===== src/rtl/tol_verify_pkg.sv =====
`timescale 1ns/1ps
package tol_verify_pkg;
  localparam int unsigned DATA_W_DEF = 8;
  localparam int unsigned CNT_W_DEF  = 8;
  localparam int unsigned SEC_W_DEF  = 11;
endpackage


===== src/rtl/tv_bit_diff.sv =====
`timescale 1ns/1ps
module tv_bit_diff #(
  parameter int unsigned DATA_W = 8,
  localparam int unsigned PC_W  = $clog2(DATA_W + 1)
) (
  input  logic [DATA_W-1:0] a,
  input  logic [DATA_W-1:0] b,
  output logic [PC_W-1:0]   flips
);
  logic [DATA_W-1:0] diff;

  for (genvar i = 0; i < DATA_W; i++) begin : g_xor
    assign diff[i] = a[i] ^ b[i];
  end

  always_comb begin
    flips = '0;
    for (int i = 0; i < DATA_W; i++) flips = flips + PC_W'(diff[i]);
  end
endmodule


===== src/rtl/tv_sector_acc.sv =====
`timescale 1ns/1ps
module tv_sector_acc #(
  parameter int unsigned CNT_W = 8,
  parameter int unsigned PC_W  = 4
) (
  input  logic             clk,
  input  logic             rst_n,
  input  logic             take,
  input  logic             close,
  input  logic [PC_W-1:0]  flips,
  output logic [CNT_W-1:0] total
);
  logic [CNT_W-1:0] acc_q, acc_d;
  logic [CNT_W:0]   wide;

  // saturating sum including the current pair
  always_comb begin
    wide  = {1'b0, acc_q} + {{(CNT_W + 1 - PC_W){1'b0}}, flips};
    total = wide[CNT_W] ? {CNT_W{1'b1}} : wide[CNT_W-1:0];
    acc_d = acc_q;
    if (take) acc_d = close ? '0 : total;
  end

  always_ff @(posedge clk or negedge rst_n) begin
    if (!rst_n)    acc_q <= '0;
    else if (take) acc_q <= acc_d;
  end
endmodule


===== src/rtl/tv_page_track.sv =====
`timescale 1ns/1ps
module tv_page_track #(
  parameter int unsigned CNT_W = 8,
  parameter int unsigned SEC_W = 11
) (
  input  logic             clk,
  input  logic             rst_n,
  input  logic             take,
  input  logic             rd_last,
  input  logic             ex_last,
  input  logic [SEC_W-1:0] cfg_sector_bytes,
  input  logic [CNT_W-1:0] cfg_tol,
  input  logic [CNT_W-1:0] total,
  output logic             close,
  output logic             sec_valid,
  output logic [CNT_W-1:0] sec_errs,
  output logic             sec_over,
  output logic             page_valid,
  output logic             page_pass,
  output logic [CNT_W-1:0] page_worst,
  output logic             page_len_err
);
  logic [SEC_W-1:0] cnt_q, cnt_d;
  logic [CNT_W-1:0] worst_q, worst_d;
  logic             fail_q, fail_d;
  logic             page_end, len_bad, over;
  logic             sv_d, so_d, pv_d, pp_d, pl_d;
  logic [CNT_W-1:0] se_d, pw_d;

  always_comb begin
    page_end = take & (rd_last | ex_last);
    len_bad  = take & (rd_last ^ ex_last);
    close    = take & ((cnt_q == cfg_sector_bytes - 1'b1) | rd_last | ex_last);
    over     = total > cfg_tol;

    cnt_d = cnt_q;
    if (take) cnt_d = close ? '0 : cnt_q + 1'b1;

    fail_d  = fail_q | (close & over) | len_bad;
    worst_d = (close && total > worst_q) ? total : worst_q;

    sv_d = close;
    se_d = close ? total : sec_errs;
    so_d = close ? over  : sec_over;
    pv_d = page_end;
    pp_d = page_end ? ~fail_d : page_pass;
    pw_d = page_end ? worst_d : page_worst;
    pl_d = page_end ? len_bad : page_len_err;
  end

  always_ff @(posedge clk or negedge rst_n) begin
    if (!rst_n) begin
      cnt_q        <= '0;
      worst_q      <= '0;
      fail_q       <= 1'b0;
      sec_valid    <= 1'b0;
      sec_errs     <= '0;
      sec_over     <= 1'b0;
      page_valid   <= 1'b0;
      page_pass    <= 1'b0;
      page_worst   <= '0;
      page_len_err <= 1'b0;
    end else begin
      sec_valid  <= sv_d;
      page_valid <= pv_d;
      sec_errs   <= se_d;
      sec_over   <= so_d;
      page_pass  <= pp_d;
      page_worst <= pw_d;
      page_len_err <= pl_d;
      if (take) begin
        cnt_q   <= cnt_d;
        fail_q  <= page_end ? 1'b0 : fail_d;
        worst_q <= page_end ? '0 : worst_d;
      end
    end
  end
endmodule


===== src/rtl/tol_verify_cmp.sv =====
`timescale 1ns/1ps
module tol_verify_cmp
  import tol_verify_pkg::*;
#(
  parameter int unsigned DATA_W = DATA_W_DEF,
  parameter int unsigned CNT_W  = CNT_W_DEF,
  parameter int unsigned SEC_W  = SEC_W_DEF
) (
  input  logic              clk,
  input  logic              rst_n,
  input  logic [SEC_W-1:0]  cfg_sector_bytes,
  input  logic [CNT_W-1:0]  cfg_tol,
  input  logic              rd_valid,
  output logic              rd_ready,
  input  logic [DATA_W-1:0] rd_data,
  input  logic              rd_last,
  input  logic              ex_valid,
  output logic              ex_ready,
  input  logic [DATA_W-1:0] ex_data,
  input  logic              ex_last,
  output logic              sec_valid,
  output logic [CNT_W-1:0]  sec_errs,
  output logic              sec_over,
  output logic              page_valid,
  output logic              page_pass,
  output logic [CNT_W-1:0]  page_worst,
  output logic              page_len_err
);
  localparam int unsigned PC_W = $clog2(DATA_W + 1);

  logic            take, close;
  logic [PC_W-1:0] flips;
  logic [CNT_W-1:0] total;

  // each side waits for the other; a pair moves only when both are offered
  assign rd_ready = ex_valid;
  assign ex_ready = rd_valid;
  assign take     = rd_valid & ex_valid;

  tv_bit_diff #(.DATA_W(DATA_W)) u_diff (
    .a(rd_data), .b(ex_data), .flips(flips)
  );

  tv_sector_acc #(.CNT_W(CNT_W), .PC_W(PC_W)) u_acc (
    .clk(clk), .rst_n(rst_n), .take(take), .close(close),
    .flips(flips), .total(total)
  );

  tv_page_track #(.CNT_W(CNT_W), .SEC_W(SEC_W)) u_page (
    .clk(clk), .rst_n(rst_n), .take(take),
    .rd_last(rd_last), .ex_last(ex_last),
    .cfg_sector_bytes(cfg_sector_bytes), .cfg_tol(cfg_tol),
    .total(total), .close(close),
    .sec_valid(sec_valid), .sec_errs(sec_errs), .sec_over(sec_over),
    .page_valid(page_valid), .page_pass(page_pass),
    .page_worst(page_worst), .page_len_err(page_len_err)
  );
endmodule


===== config.mk =====
export PLATFORM = sky130hd
export DESIGN_NAME = tol_verify_cmp
export DESIGN_NICKNAME = d
export VERILOG_FILES = /design/src/rtl/tol_verify_pkg.sv /design/src/rtl/tv_bit_diff.sv /design/src/rtl/tv_sector_acc.sv /design/src/rtl/tv_page_track.sv /design/src/rtl/tol_verify_cmp.sv
export SDC_FILE = /design/constraint.sdc
export NUM_CORES = 1
export LEC_CHECK = 0
export BUFFER_PORTS_ARGS = -buffer_cell sky130_fd_sc_hd__buf_2
export CORE_ASPECT_RATIO = 1.4
export CORE_MARGIN = 2
export CORE_UTILIZATION = 56
export CTS_BUF_LIST = sky130_fd_sc_hd__clkbuf_16
export CTS_CLUSTER_SIZE = 8
export DETAILED_ROUTE_END_ITERATION = 6
export HOLD_SLACK_MARGIN = 0.05
export PLACE_DENSITY = 0.81
export SLEW_MARGIN = 20
export SYNTH_ARGS = -nofsm -noshare
export SYNTH_HDL_FRONTEND = slang
export SYNTH_SLANG_ARGS = --single-unit

===== constraint.sdc =====
create_clock -name clk -period 5.17 [get_ports clk]
set_clock_uncertainty 0.1 [all_clocks]
set_input_delay 0.517 -clock clk [delete_from_list [all_inputs] [get_ports clk]]
set_output_delay 0.517 -clock clk [all_outputs]
set_load 0.02 [all_outputs]

==> metrics.csv <==
metric;value;unit
hpwl dp;6.16;mm
power per cell area;538;mW/mm^2
Rows;33;
worst path arrival time;5.90;ns
largest net degree at the start of global routing;50;
RD Place Congestion;0.881;
share of synthesized registers carrying an async set or reset;1.00;
register area share after synthesis;0.369;
most frequent CP cell;buf_6;
ratio of cells with drive above 1 in the final layout;0.371;
R2R cell count;19;
grt ovf;0;
Crit Path Category;input pin to register;
unrepaired setup endpoints after global routing;yes;
Clock Path Buffers;2;
vias per cell;6.17;
Int Power;1.45;mW
DRC;0;
gr usage total;0.303;
HP Class;input pin to asynchronous set/reset pin;
Crit Reg-Reg Startpoint;u_acc.acc_q[0];
post-route minimum period;5.82;ns
dpl cells;505;
Die Y;95.2;um
Ys Warns;0;
Final WS setup;-0.652;ns
clock network fraction of total power;0.154;
reg2reg setup slack;1.55;ns
Port Buffers;63;
Gate power share;0.645;
worst vdd ir;0.000365;V
failing checks;setup timing;
post-route ant nets;0;
Synth cell types;48;
CP peak stage delay;0.57;ns
Worst-Skew Late Latency;0.29;ns
CP Launch Type;input pin;
maximum fanout along the worst path;8;
initial antenna violation count;0;
synthesized area;0.00333;sq mm
CTS tree;yes;
Chip Width;69.1;um
Cell Count, Final, Fillers Out;528;
final setup vio count;19;
number of synthesized register bits;49;
H-tree Lvls;2;
Final Hold Viols;0;
drt total wl;10.2;mm
first-pass GRT wire length;15.6;mm
post-synthesis cell count;358;
number of clock sinks;49;
root buf cell;clkbuf_16;
I/O pin count;64;
Leakage;2.13;nW
CP required;5.25;ns
Sum Neg Setup Slack;-10.17;ns
slowest stage cell on the critical path;fa_2;
Net Sw Frac;0.403;
# nets final;529;
Place WS;-0.996;ns
initial DRC count;195;
CTS hold repair buffers;0;
WL/cell;19.3;um
Final Util;0.778;
die area;0.00658;sq mm
Post-synth EDFFs;0;
endpoint of the worst register-to-register path;u_page.page_worst[2];
clock buffer count from CTS;5;
Slew headroom;0.502;
Flop pwr share;0.201;
Initial Util;0.575;
Final Slew Violations;0;
vias in the first global route;3275;
Psw;974;uW
average size of a mapped cell;9.29;sq um
clock-pin slew on the worst setup and hold paths;0.07;ns
# fillers;366;
Max-cap violations;0;
Ant. Diodes;0;
final worst-path cycle share;1.13;
Vias;3257;
Worst Tran Pin Value;0.747;ns
Fmax;0.172;GHz
Main synth FF type;dfrtp_1;
Setup crit end kind;register;
Placeable Area;0.00578;sq mm
status;complete, but fails checks;
Area Overhead vs Synth;35.2;%
Mapped Nets;430;
drt first pass iters;4;
[worst max-delay path: cells and delay by family]
family / cells / cell delay [ns]
buffers and inverters: 6 / 0.69
AO/OA/AOI/OAI: 6 / 0.94
multiplexers: 2 / 0.48
AND/OR/NAND/NOR: 3 / 0.34
adder cells (fa/ha/maj): 7 / 2.77
XOR/XNOR: 1 / 0.16
[Yosys cell counts (all sizes together) (2+ instances only)]
library cell  instances  area (sq um)
mux2i                 2          20.0
xnor2                15           131
o311ai                4          35.0
nand4                10          62.6
o211ai                5          37.5
o22ai                 4          25.0
and3                  4          25.0
nand3                10          50.1
a32o                  8          80.1
nor2b                 9          56.3
a21oi                13          76.3
a31oi                 6          37.5
ha                   26           325
clkbuf                7          26.3
dfrtp                49          1230
nor3                  5          25.0
xor2                 15           131
a21o                  6          45.0
nand2b                5          31.3
o21ai                18          90.1
buf                   5          36.3
mux2                 10           116
or2                   2          12.5
a211oi                2          15.0
nor2                 22          90.1
fa                    5           100
o21a                  5          37.5
inv                  31           116
nand2                43           161
[area by class of cell]
type / count / area [sq um] / area share
Sequential cell: 49 / 1230 / 0.273
Clock buffer: 5 / 125 / 0.0278
Inverter: 31 / 116 / 0.0259
Tap cell: 70 / 87.6 / 0.0195
Clock inverter: 3 / 46.3 / 0.0103
Multi-Input combinational cell: 266 / 2220 / 0.494
Timing Repair Buffer: 104 / 672 / 0.149
[stage by stage]
stage | area, sq um | hold slack [ns] | total power, mW
6_report | 4500 | 0.124 | 2.42
5_1_grt | 4500 | 0.184 | 2.52
4_1_cts | 4400 | 0.363 | 2.26
3_5_place_dp | 3920 | 0.371 | 1.56
3_3_place_gp | 3920 | 0.361 | 1.53
2_1_floorplan | 3390 | 0.121 | 1.11
[worst max-delay path by stage]
stage	startpoint	to	slack, ns	depth (start not counted)
after floorplan	ex_data[1]	u_page.worst_q[0]	-0.49	22
after global placement	ex_data[1]	u_page.worst_q[4]	-0.84	21
after detailed placement	ex_data[1]	u_page.worst_q[6]	-1.0	22
after CTS	rd_data[1]	u_page.worst_q[6]	-0.34	25
after global routing	rd_data[1]	u_page.page_worst[2]	-0.75	27
final	rd_data[1]	u_page.worst_q[2]	-0.65	25
[flip-flops by register name (all words and copies together), names as in the netlist]
signal               flops
u_page.page_worst        8
u_page.sec_over          1
u_acc.acc_q              8
u_page.page_valid        1
u_page.fail_q            1
u_page.worst_q           8
u_page.sec_errs          8
u_page.cnt_q            11
u_page.page_len_err      1
u_page.page_pass         1
u_page.sec_valid         1
[cell families (layout without fill, tap and decap cells)]
kind of cell               count (synthesis)  in the layout  share of synthesized area
and+or+nand+nor                          117            117                      0.172
xor gates and xnor gates                  30             30                     0.0790
DFF                                       49             49                      0.369
buffers and inverters                     43            143                     0.0538
adders and majority gates                 31             31                      0.128
AOI/OAI and AO/OA                         76             76                      0.158
muxes                                     12             12                     0.0410
[power groups by stage]
stage / logic (mW) / registers (mW) / clock network [mW]
2_1_floorplan: 0.589 / 0.525 / 0
3_3_place_gp: 1.05 / 0.486 / 0
3_5_place_dp: 1.07 / 0.488 / 0
4_1_cts: 1.40 / 0.484 / 0.374
5_1_grt: 1.64 / 0.492 / 0.389
6_report: 1.56 / 0.487 / 0.372
[cell usage in the layout, fill, tap and decap left out, types with 4 or more instances in the layout]
master and instances:
buf_2 60, dfrtp_1 49, nand2_1 41, buf_4 33, inv_1 29, nor2_1 19
ha_1 16, xor2_1 15, xnor2_1 14, o21ai_0 13, buf_6 11, nand4_1 10
nand3_1 9, ha_4 9, a32o_1 8, mux2_2 7, nor2b_1 6, a21o_1 6
a21oi_2 6, a21oi_1 6, o21a_1 5, nor3_1 5, o211ai_1 5, clkbuf_16 5
nand2b_1 4, a31oi_1 4
[repair_timing]
item                                    4_1_cts  5_1_grt
setup buffers                                 9        6
gates resized for setup                      50        5
pin swaps                                    21        4
endpoints found under the setup margin       19       19
[routing by layer]
layer / up-vias / routed length (um) / share of wire / global-route usage
met2: 166 / 5460 / 0.54 / 0.552
met4: 0 / 601 / 0.059 / 0.204
met1: 1592 / 3550 / 0.35 / 0.326
met3: 43 / 567 / 0.056 / 0.0444
met5: - / 0 / 0 / 0
li1: 1456 / - / - / -
Power figures use the tool's default switching activity.
